$ cat config.mk
export PLATFORM = sky130hd
export DESIGN_NAME = bsort_engine
export DESIGN_NICKNAME = d
export VERILOG_FILES = /design/src/rtl/bsort_pkg.sv /design/src/rtl/bsort_pair.sv /design/src/rtl/bsort_ctrl.sv /design/src/rtl/bsort_engine.sv
export SDC_FILE = /design/constraint.sdc
export NUM_CORES = 1
export LEC_CHECK = 0
export CORE_UTILIZATION = 53
export CTS_CLUSTER_DIAMETER = 40
export DETAILED_ROUTE_END_ITERATION = 6
export GPL_ROUTABILITY_DRIVEN = 0
export PLACE_DENSITY_LB_ADDON = 0.3
export SLEW_MARGIN = 20
export SYNTH_ARGS = -nofsm -noshare
export SYNTH_HDL_FRONTEND = slang
export SYNTH_SLANG_ARGS = --single-unit
$ cat constraint.sdc
create_clock -name clk -period 5.5 [get_ports clk]
set_input_delay 0.825 -clock clk [delete_from_list [all_inputs] [get_ports clk]]
set_output_delay 0.825 -clock clk [all_outputs]
set_load 0.02 [all_outputs]
$ cat src/rtl/bsort_pkg.sv
package bsort_pkg;

    typedef enum logic [1:0] {
        S_IDLE  = 2'd0,
        S_SORT  = 2'd1,
        S_DRAIN = 2'd2
    } bs_state_t;

endpackage

$ cat src/rtl/bsort_pair.sv
module bsort_pair #(
    parameter int N_ELEM = 16,
    parameter int ELEM_W = 4,
    localparam int IDX_W = $clog2(N_ELEM)
) (
    input  logic [N_ELEM*ELEM_W-1:0] arr,
    input  logic [IDX_W-1:0]         idx,
    output logic [ELEM_W-1:0]        lo,
    output logic [ELEM_W-1:0]        hi,
    output logic                     swap
);

    logic [ELEM_W-1:0] left_v;
    logic [ELEM_W-1:0] right_v;

    always_comb begin
        left_v  = arr[int'(idx)*ELEM_W +: ELEM_W];
        right_v = arr[(int'(idx)+1)*ELEM_W +: ELEM_W];
        // unsigned magnitude compare; ties keep their order
        swap    = (unsigned'(left_v) > unsigned'(right_v));
        lo      = swap ? right_v : left_v;
        hi      = swap ? left_v  : right_v;
    end

    always_comb begin
        AST_PAIR_ORDER: assert (lo <= hi);
    end

endmodule

$ cat src/rtl/bsort_ctrl.sv
module bsort_ctrl
    import bsort_pkg::*;
#(
    parameter int N_ELEM = 16,
    localparam int IDX_W = $clog2(N_ELEM),
    localparam logic [IDX_W-1:0] LAST0 = IDX_W'(N_ELEM - 2)
) (
    input  logic             clk,
    input  logic             rst_n,
    input  logic             en_n,
    input  logic             start,
    input  logic             swap,
    output logic [IDX_W-1:0] idx,
    output logic             load,
    output logic             do_cmp,
    output logic             drain,
    output logic             busy
);

    bs_state_t        state_q, state_d;
    logic [IDX_W-1:0] idx_q, idx_d;
    logic [IDX_W-1:0] last_q, last_d;
    logic             any_q, any_d;
    logic             pass_end;
    logic             pass_swapped;

    always_comb begin
        state_d      = state_q;
        idx_d        = idx_q;
        last_d       = last_q;
        any_d        = any_q;
        pass_end     = (idx_q == last_q);
        pass_swapped = any_q | swap;
        unique case (state_q)
            S_IDLE: begin
                if (start) begin
                    state_d = S_SORT;
                    idx_d   = '0;
                    last_d  = LAST0;
                    any_d   = 1'b0;
                end
            end
            S_SORT: begin
                if (pass_end) begin
                    if (!pass_swapped || last_q == '0) begin
                        state_d = S_DRAIN;
                    end else begin
                        last_d = last_q - IDX_W'(1);
                        idx_d  = '0;
                        any_d  = 1'b0;
                    end
                end else begin
                    idx_d = idx_q + IDX_W'(1);
                    any_d = pass_swapped;
                end
            end
            S_DRAIN: begin
                state_d = S_IDLE;
            end
            default: begin
                state_d = S_IDLE;
            end
        endcase
    end

    always_ff @(posedge clk) begin
        if (!rst_n) begin
            state_q <= S_IDLE;
            idx_q   <= '0;
            last_q  <= LAST0;
            any_q   <= 1'b0;
        end else if (!en_n) begin
            state_q <= state_d;
            idx_q   <= idx_d;
            last_q  <= last_d;
            any_q   <= any_d;
        end
    end

    always_comb begin
        idx    = idx_q;
        load   = (state_q == S_IDLE)  && start && !en_n;
        do_cmp = (state_q == S_SORT)  && !en_n;
        drain  = (state_q == S_DRAIN) && !en_n;
        busy   = (state_q != S_IDLE);
    end

    AST_IDX_RANGE: assert property (@(posedge clk) disable iff (!rst_n)
        (state_q == S_SORT) |-> (idx_q <= last_q) && (last_q <= LAST0));

    AST_FREEZE: assert property (@(posedge clk) disable iff (!rst_n)
        en_n |=> $stable(state_q) && $stable(idx_q) && $stable(last_q));

    AST_START_BUSY: assert property (@(posedge clk) disable iff (!rst_n)
        (!busy && start && !en_n) |=> busy);

endmodule

$ cat src/rtl/bsort_engine.sv
module bsort_engine #(
    parameter int N_ELEM = 16,
    parameter int ELEM_W = 4,
    localparam int IDX_W = $clog2(N_ELEM),
    localparam int BUS_W = N_ELEM * ELEM_W
) (
    input  logic             clk,
    input  logic             rst_n,
    input  logic             en_n,
    input  logic             start,
    input  logic [BUS_W-1:0] din,
    output logic             busy,
    output logic             done,
    output logic [BUS_W-1:0] dout
);

    logic [N_ELEM-1:0][ELEM_W-1:0] work_q;
    logic [BUS_W-1:0]              work_flat;
    logic [IDX_W-1:0]              idx;
    logic [IDX_W-1:0]              idx_nx;
    logic [ELEM_W-1:0]             lo, hi;
    logic                          swap, load, do_cmp, drain;
    logic [BUS_W-1:0]              dout_q;
    logic                          done_q;

    assign work_flat = work_q;
    assign idx_nx    = idx + IDX_W'(1);

    bsort_ctrl #(.N_ELEM(N_ELEM)) u_ctrl (
        .clk    (clk),
        .rst_n  (rst_n),
        .en_n   (en_n),
        .start  (start),
        .swap   (swap),
        .idx    (idx),
        .load   (load),
        .do_cmp (do_cmp),
        .drain  (drain),
        .busy   (busy)
    );

    bsort_pair #(.N_ELEM(N_ELEM), .ELEM_W(ELEM_W)) u_pair (
        .arr  (work_flat),
        .idx  (idx),
        .lo   (lo),
        .hi   (hi),
        .swap (swap)
    );

    for (genvar g = 0; g < N_ELEM; g++) begin : g_slot
        always_ff @(posedge clk) begin
            if (!rst_n) begin
                work_q[g] <= '0;
            end else if (load) begin
                work_q[g] <= din[g*ELEM_W +: ELEM_W];
            end else if (do_cmp && idx == IDX_W'(g)) begin
                work_q[g] <= lo;
            end else if (do_cmp && idx_nx == IDX_W'(g)) begin
                work_q[g] <= hi;
            end
        end
    end

    always_ff @(posedge clk) begin
        if (!rst_n) begin
            dout_q <= '0;
            done_q <= 1'b0;
        end else begin
            done_q <= drain;
            if (drain) begin
                dout_q <= work_flat;
            end
        end
    end

    assign dout = dout_q;
    assign done = done_q;

    function automatic logic is_ascending(input logic [BUS_W-1:0] v);
        logic ok;
        ok = 1'b1;
        for (int i = 0; i < N_ELEM - 1; i++) begin
            if (v[i*ELEM_W +: ELEM_W] > v[(i+1)*ELEM_W +: ELEM_W]) ok = 1'b0;
        end
        return ok;
    endfunction

    always_comb begin
        if (rst_n && done_q) begin
            AST_SORTED: assert (is_ascending(dout_q));
        end
    end

    AST_DONE_PULSE: assert property (@(posedge clk) disable iff (!rst_n)
        done |=> !done);

    AST_DOUT_HOLD: assert property (@(posedge clk) disable iff (!rst_n)
        !$stable(dout) |-> done);

endmodule

* After elaboration in Yosys (flattened, before gate mapping)
Cells that the tools add are included. Widths: inputs -> output; s select.
Storage, ports and cells: register bits 140, logic and storage cells 198, input bits 68, output and inout port bits 66
Cells by class: order comparisons 1, add/sub/neg operators 3, shifts and indexed selects 2, reductions and logical operators 64, equality and inequality tests 38, muxes and demuxes 66, bitwise gates (word level) 2
Operators with widths (count):
- $mux 4 | 56
- $eq 4x4->1 const B | 16
- $shiftx 64x32->4 | 1
- $shiftx 64x7->4 | 1
- $reduce_bool 3->1 | 16
- $logic_and 1x1->1 | 36
- $eq 4x3->1 const B | 8
- $eq 4x2->1 const B | 4
- $pmux 4 s2 | 2
- $logic_not 4->1 | 3
- $eq 4x1->1 const B | 2
- $reduce_and 4->1 | 2
- $mux 2 | 3
- $add 4x1->5 const B | 1
- $reduce_and 5->1 | 1
- $add 4x1->4 const B | 1
- $eq 4x4->1 | 1
- $gt 4x4->1 | 1
- $ne 2x1->1 const B | 2
- $ne 2x2->1 const B | 2
- $pmux 2 s2 | 1
- $reduce_bool 2->1 | 2
- $sub 4x1->4 const B | 1
- $mux 1 | 3
- 9 further kinds | 10

* Logic depth before layout (Yosys ltp)
depth in word-level cells 9, gate-level depth with buffers 16, depth with buffers taken out 12

* Modules after synthesis
Synthesis repeated with hierarchy kept, for this count alone.
Unflattened totals: cells, all modules 815, area, all modules 7523.5 um^2
Modules (own cells, without submodules):
- bsort_engine | area an instance 5672.9 um^2, seq. area each 2582.5 um^2, cells each 618, times used 1
- bsort_pair | area an instance 1221.2 um^2, seq. area each 0.0 um^2, cells each 121, times used 1
- bsort_ctrl | area an instance 629.4 um^2, seq. area each 220.2 um^2, cells each 76, times used 1

* Least setup slack after synthesis
No wires, ideal clock.
path type register -> register, from reg u_ctrl.idx_q[0] (netlist: u_ctrl.idx[0]), to reg work_q, in the netlist work_flat[50], library setup time 77 ps, data required time 5423 ps, clock period less this slack 3486 ps, path buffers 5, arrival time 3410 ps, setup slack 2014 ps, stages on the path, launching flop included 16, cell sequence dfxtp_1 > buf_6 > buf_6 > mux4_2 > a22oi_2 > nand2_2 > buf_6 > ha_1 > nor2b_1 > o21bai_4 > a21o_1 > buf_2 > buf_2 > mux2i_1 > o221ai_1 > o22ai_1
Between the ends: cells in the longest elaborated chain, start to end 7, elaborated cells on any way between the ends 15, classes of those cells 2 x add/sub; 1 x order compare; 2 x eq/ne; 2 x shift; 5 x mux; 3 x reduce/logical
RTL lines:
- start, declared | RTL line bsort_ctrl.sv:21 | logic [IDX_W-1:0] idx_q, idx_d;
- start signal, assigned | RTL line bsort_ctrl.sv:74 | idx_q <= idx_d;
- $add 4x1->5 | RTL line bsort_pair.sv:18 | right_v = arr[(int'(idx)+1)*ELEM_W +: ELEM_W];
- $shiftx 64x32->4 | RTL line bsort_pair.sv:18
- $gt 4x4->1 | RTL line bsort_pair.sv:20 | swap = (unsigned'(left_v) > unsigned'(right_v));
- $mux 4 | RTL line bsort_pair.sv:22 | hi = swap ? left_v : right_v;
- $mux 4 | RTL line bsort_engine.sv:58 | end else if (do_cmp && idx_nx == IDX_W'(g)) begin
- $mux 4 | RTL line bsort_engine.sv:56 | end else if (do_cmp && idx == IDX_W'(g)) begin
- $mux 4 | RTL line bsort_engine.sv:54 | end else if (load) begin
- end signal, assigned by index | RTL line bsort_engine.sv:55 | work_q[g] <= din[g*ELEM_W +: ELEM_W];
- end signal, assigned by index | RTL line bsort_engine.sv:57 | work_q[g] <= lo;
- end signal, assigned by index | RTL line bsort_engine.sv:59 | work_q[g] <= hi;
- end, declared | RTL line bsort_engine.sv:17 | logic [N_ELEM-1:0][ELEM_W-1:0] work_q;
Parallel ways exist; a longest one is shown, timed or not. The select of a mux whose other input is x is not followed. A chain may end at the register's enable or synchronous reset.

* Worst setup path after layout
from reg u_ctrl.idx_q[0] (netlist: u_ctrl.idx[0]), to reg work_q, in the netlist work_flat[52]
The elaborated chain is that of the path after synthesis.

==> results.py <==
metrics = {
    "critical_path": {
        "critPathRequiredTime_ns": 5.87,
        "crit_path_start_kind": "flop",
        "crit_type": "flop to flop",
        "end_kind": "flop",
        "cp.arrival_ns": 5.09,
        "cp_max_fo": 33,
    },
    "clock_network": {
        "clkLatencyLatePin_ns": 0.43,
        "path_clk_slew_ns": 0.06,
        "htree_levels": 4,
        "cts.hold.buffers_added": 0,
        "cts_setup_buffers": 0,
        "clockBufferDepth": 2,
        "cts_resized": 0,
        "clockRootBuffer": "clkbuf_16",
        "cts_tree": "done",
        "cts.sinks": 140,
        "numCtsBuffers": 17,
    },
    "sta": {
        "rsz0062_at_grt": "false",
        "setup_ws_ns": 0.7795,
        "setup-tns-final_ns": 0,
        "finalCritPeriodShare_pct": 85.83,
        "skew_ns": 0.007384,
        "clock.fmax_mhz": 211.8,
        "hold_viol_final": 0,
        "drv_slew": 0,
        "tightest_slew_ns": 0.9432,
        "fin_crit_ns": 4.721,
        "final-setup-viol-count": 0,
        "timing.slew.headroom_pct": 37.12,
    },
    "synthesis": {
        "synth.distinct_cells": 75,
        "syn_area_sq_um": 8359,
        "syn_nets": 1026,
        "ys_seq_area_share_pct": 33.53,
        "synth-edff-count": 0,
        "ys_top_cells_by_area": "dfxtp_1, nand2_1, mux4_2",
        "yosysTopAreaCellShare_pct": 33.53,
        "yosys.area.top_type": "dfxtp_1",
        "avgSynthCellArea_sq_um": 8.818,
        "syn_inst": 948,
        "synth-seq-cells": 140,
        "async_flop_share_pct": 0,
        "synth-main-ff-cell": "dfxtp_1",
        "yosysWarnings": 0,
    },
    "place": {
        "placed_area_sq_um": 9683,
        "dp_hpwl_um": 18390,
        "io_buffers": 133,
        "dp_cells": 1233,
        "preCtsSetupSlack_ns": 0.9034,
    },
    "floorplan": {
        "core_area_sq_um": 15310,
        "pin_count": 134,
        "chipHeight_um": 127.6,
        "initial_utilization_pct": 54.58,
        "placementRows": 45,
        "die_area_sq_um": 16280,
        "die_w_um": 127.6,
    },
    "routing": {
        "drc": 0,
        "drtAntennaViolNets": 0,
        "met2WireLength_um": 11700,
        "drt-total-wl_um": 26650,
        "dr_wl_met3_um": 3075,
        "top_layer": "met4",
        "drt-met1-wl_um": 10660,
        "vias": 8220,
        "first_pass_iters": 6,
        "wl_per_cell_um": 21.05,
        "drtIter0Drc": 1107,
        "vias_per_cell": 6.493,
    },
    "layout": {
        "nets": 1120,
        "stdcell_count": 1266,
        "syn2layout_area_growth_pct": 23.41,
        "num_antenna_cells": 0,
        "drive_gt1_share_pct": 13.27,
        "final_util_pct": 67.36,
        "final_area_sq_um": 10320,
    },
    "global_routing": {
        "grt_pass1_vias": 7633,
        "grt_max_degree": 85,
        "antenna_found_initial": 0,
        "track_usage_pct": 33.30,
        "grt_pass1_wl_um": 41590,
        "gr-total-overflow": 0,
    },
    "job": {
        "drv_cap": 0,
    },
    "power": {
        "p_leak_nw": 3.399,
        "peakVddDrop_mv": 0.4318,
        "power.density_nw_per_um2": 448.9,
    },
    "hold_path": {
        "min_path_type": "flop to flop",
    },
    "outcome": {
        "outcome": "complete, no violations",
    },
}
-- path summary, 6_finish.rpt --
path | to | slack, ns | depth (start not counted) | from
hold reg to reg | dout[13] | 0.46 | 2 | dout[13]
setup / recovery | work_flat[52] | 0.78 | 10 | u_ctrl.idx[0]
hold / removal | dout[13] | 0.46 | 2 | dout[13]
setup reg to reg | work_flat[52] | 0.78 | 10 | u_ctrl.idx[0]
-- cell type report --
cell class,count,area [sq um]
multi-input cells,717,5090
inverters,15,57.56
fillers,1277,4999
clock buffers,20,446.7
clock inverters,12,170.2
well taps,211,264.0
repair buffers,151,1484
flip-flops and latches,140,2804
-- flip-flops by register name, summed over array words and instances (netlist names) --
signal,count
work_flat,64
done,1
u_ctrl.state_q,2
dout,64
u_ctrl.any_q,1
u_ctrl.idx,4
u_ctrl.last_q,4
-- per-layer routing --
metal | vias to the layer above | global-route usage (%)
met5 | - | 0
met4 | 0 | 18.34
met3 | 105 | 8.459
met2 | 579 | 49.02
met1 | 3844 | 44.66
li1 | 3692 | -
-- power breakdown --
part / internal (mW) / switching (mW)
clock: 0.766 / 0.444
sequential: 1.12 / 0.167
combinational: 0.798 / 1.33
-- logic make-up (layout without fill, tap and decap cells) --
logic type	after synthesis	after routing	synth area share [%]
AO/OA/AOI/OAI	322	322	28.95
XOR/XNOR	4	4	0.4191
adder cells (fa/ha/maj)	10	10	1.497
buffers and inverters	91	198	5.643
flip-flops	140	140	33.53
multiplexers	70	70	13.89
AND/OR/NAND/NOR	311	311	16.08
-- layout by cell type, fill, tap and decap left out, types with 5 or more instances in the layout --
cell type	count
clkinv_2	5
ha_1	10
a21oi_1	25
a22oi_1	9
inv_1	9
nand3_1	18
mux2i_1	29
o211ai_2	5
nor2_1	18
and3_1	5
o211ai_1	18
nor2b_1	10
a21boi_0	66
o21ai_1	25
clkbuf_16	17
a22oi_2	5
a31oi_1	7
mux4_2	28
o22ai_1	47
o21ai_0	47
dfxtp_1	139
o221ai_1	12
nand2_1	229
mux2i_4	8
o221ai_2	15
o221a_1	11
buf_4	17
clkdlybuf4s50_1	132
-- worst max-delay path: stages (launching register included) --
cell       delay, ns
dfxtp_2         0.94
mux4_2          0.61
a22oi_1         0.33
nand2_2         0.37
ha_1            0.44
a21oi_2         0.39
nand2_4         0.08
o2bb2ai_4       0.61
mux2i_1         0.34
o21ai_1         0.29
o221a_1         0.23
-- synthesized netlist by cell type (10+ instances only) --
library cell,n
nand2_1,230
dfxtp_1,140
a21boi_0,66
o21ai_0,47
o22ai_1,47
clkbuf_1,35
mux2i_1,29
mux4_2,28
a21oi_1,25
o21ai_1,25
buf_2,18
nand3_1,18
nor2_1,18
o211ai_1,18
o221ai_2,15
o221ai_1,12
o221a_1,11
buf_4,10
ha_1,10
nor2b_1,10
-- per-stage QoR --
step | total power [mW] | hold WS, ns
2_1_floorplan | 2.900 | 0.4479
3_3_place_gp | 3.315 | 0.4517
3_5_place_dp | 3.347 | 0.4567
4_1_cts | 4.556 | 0.4643
5_1_grt | 4.812 | 0.4782
6_report | 4.631 | 0.4600
No activity file was read; power rests on OpenSTA's default activity.
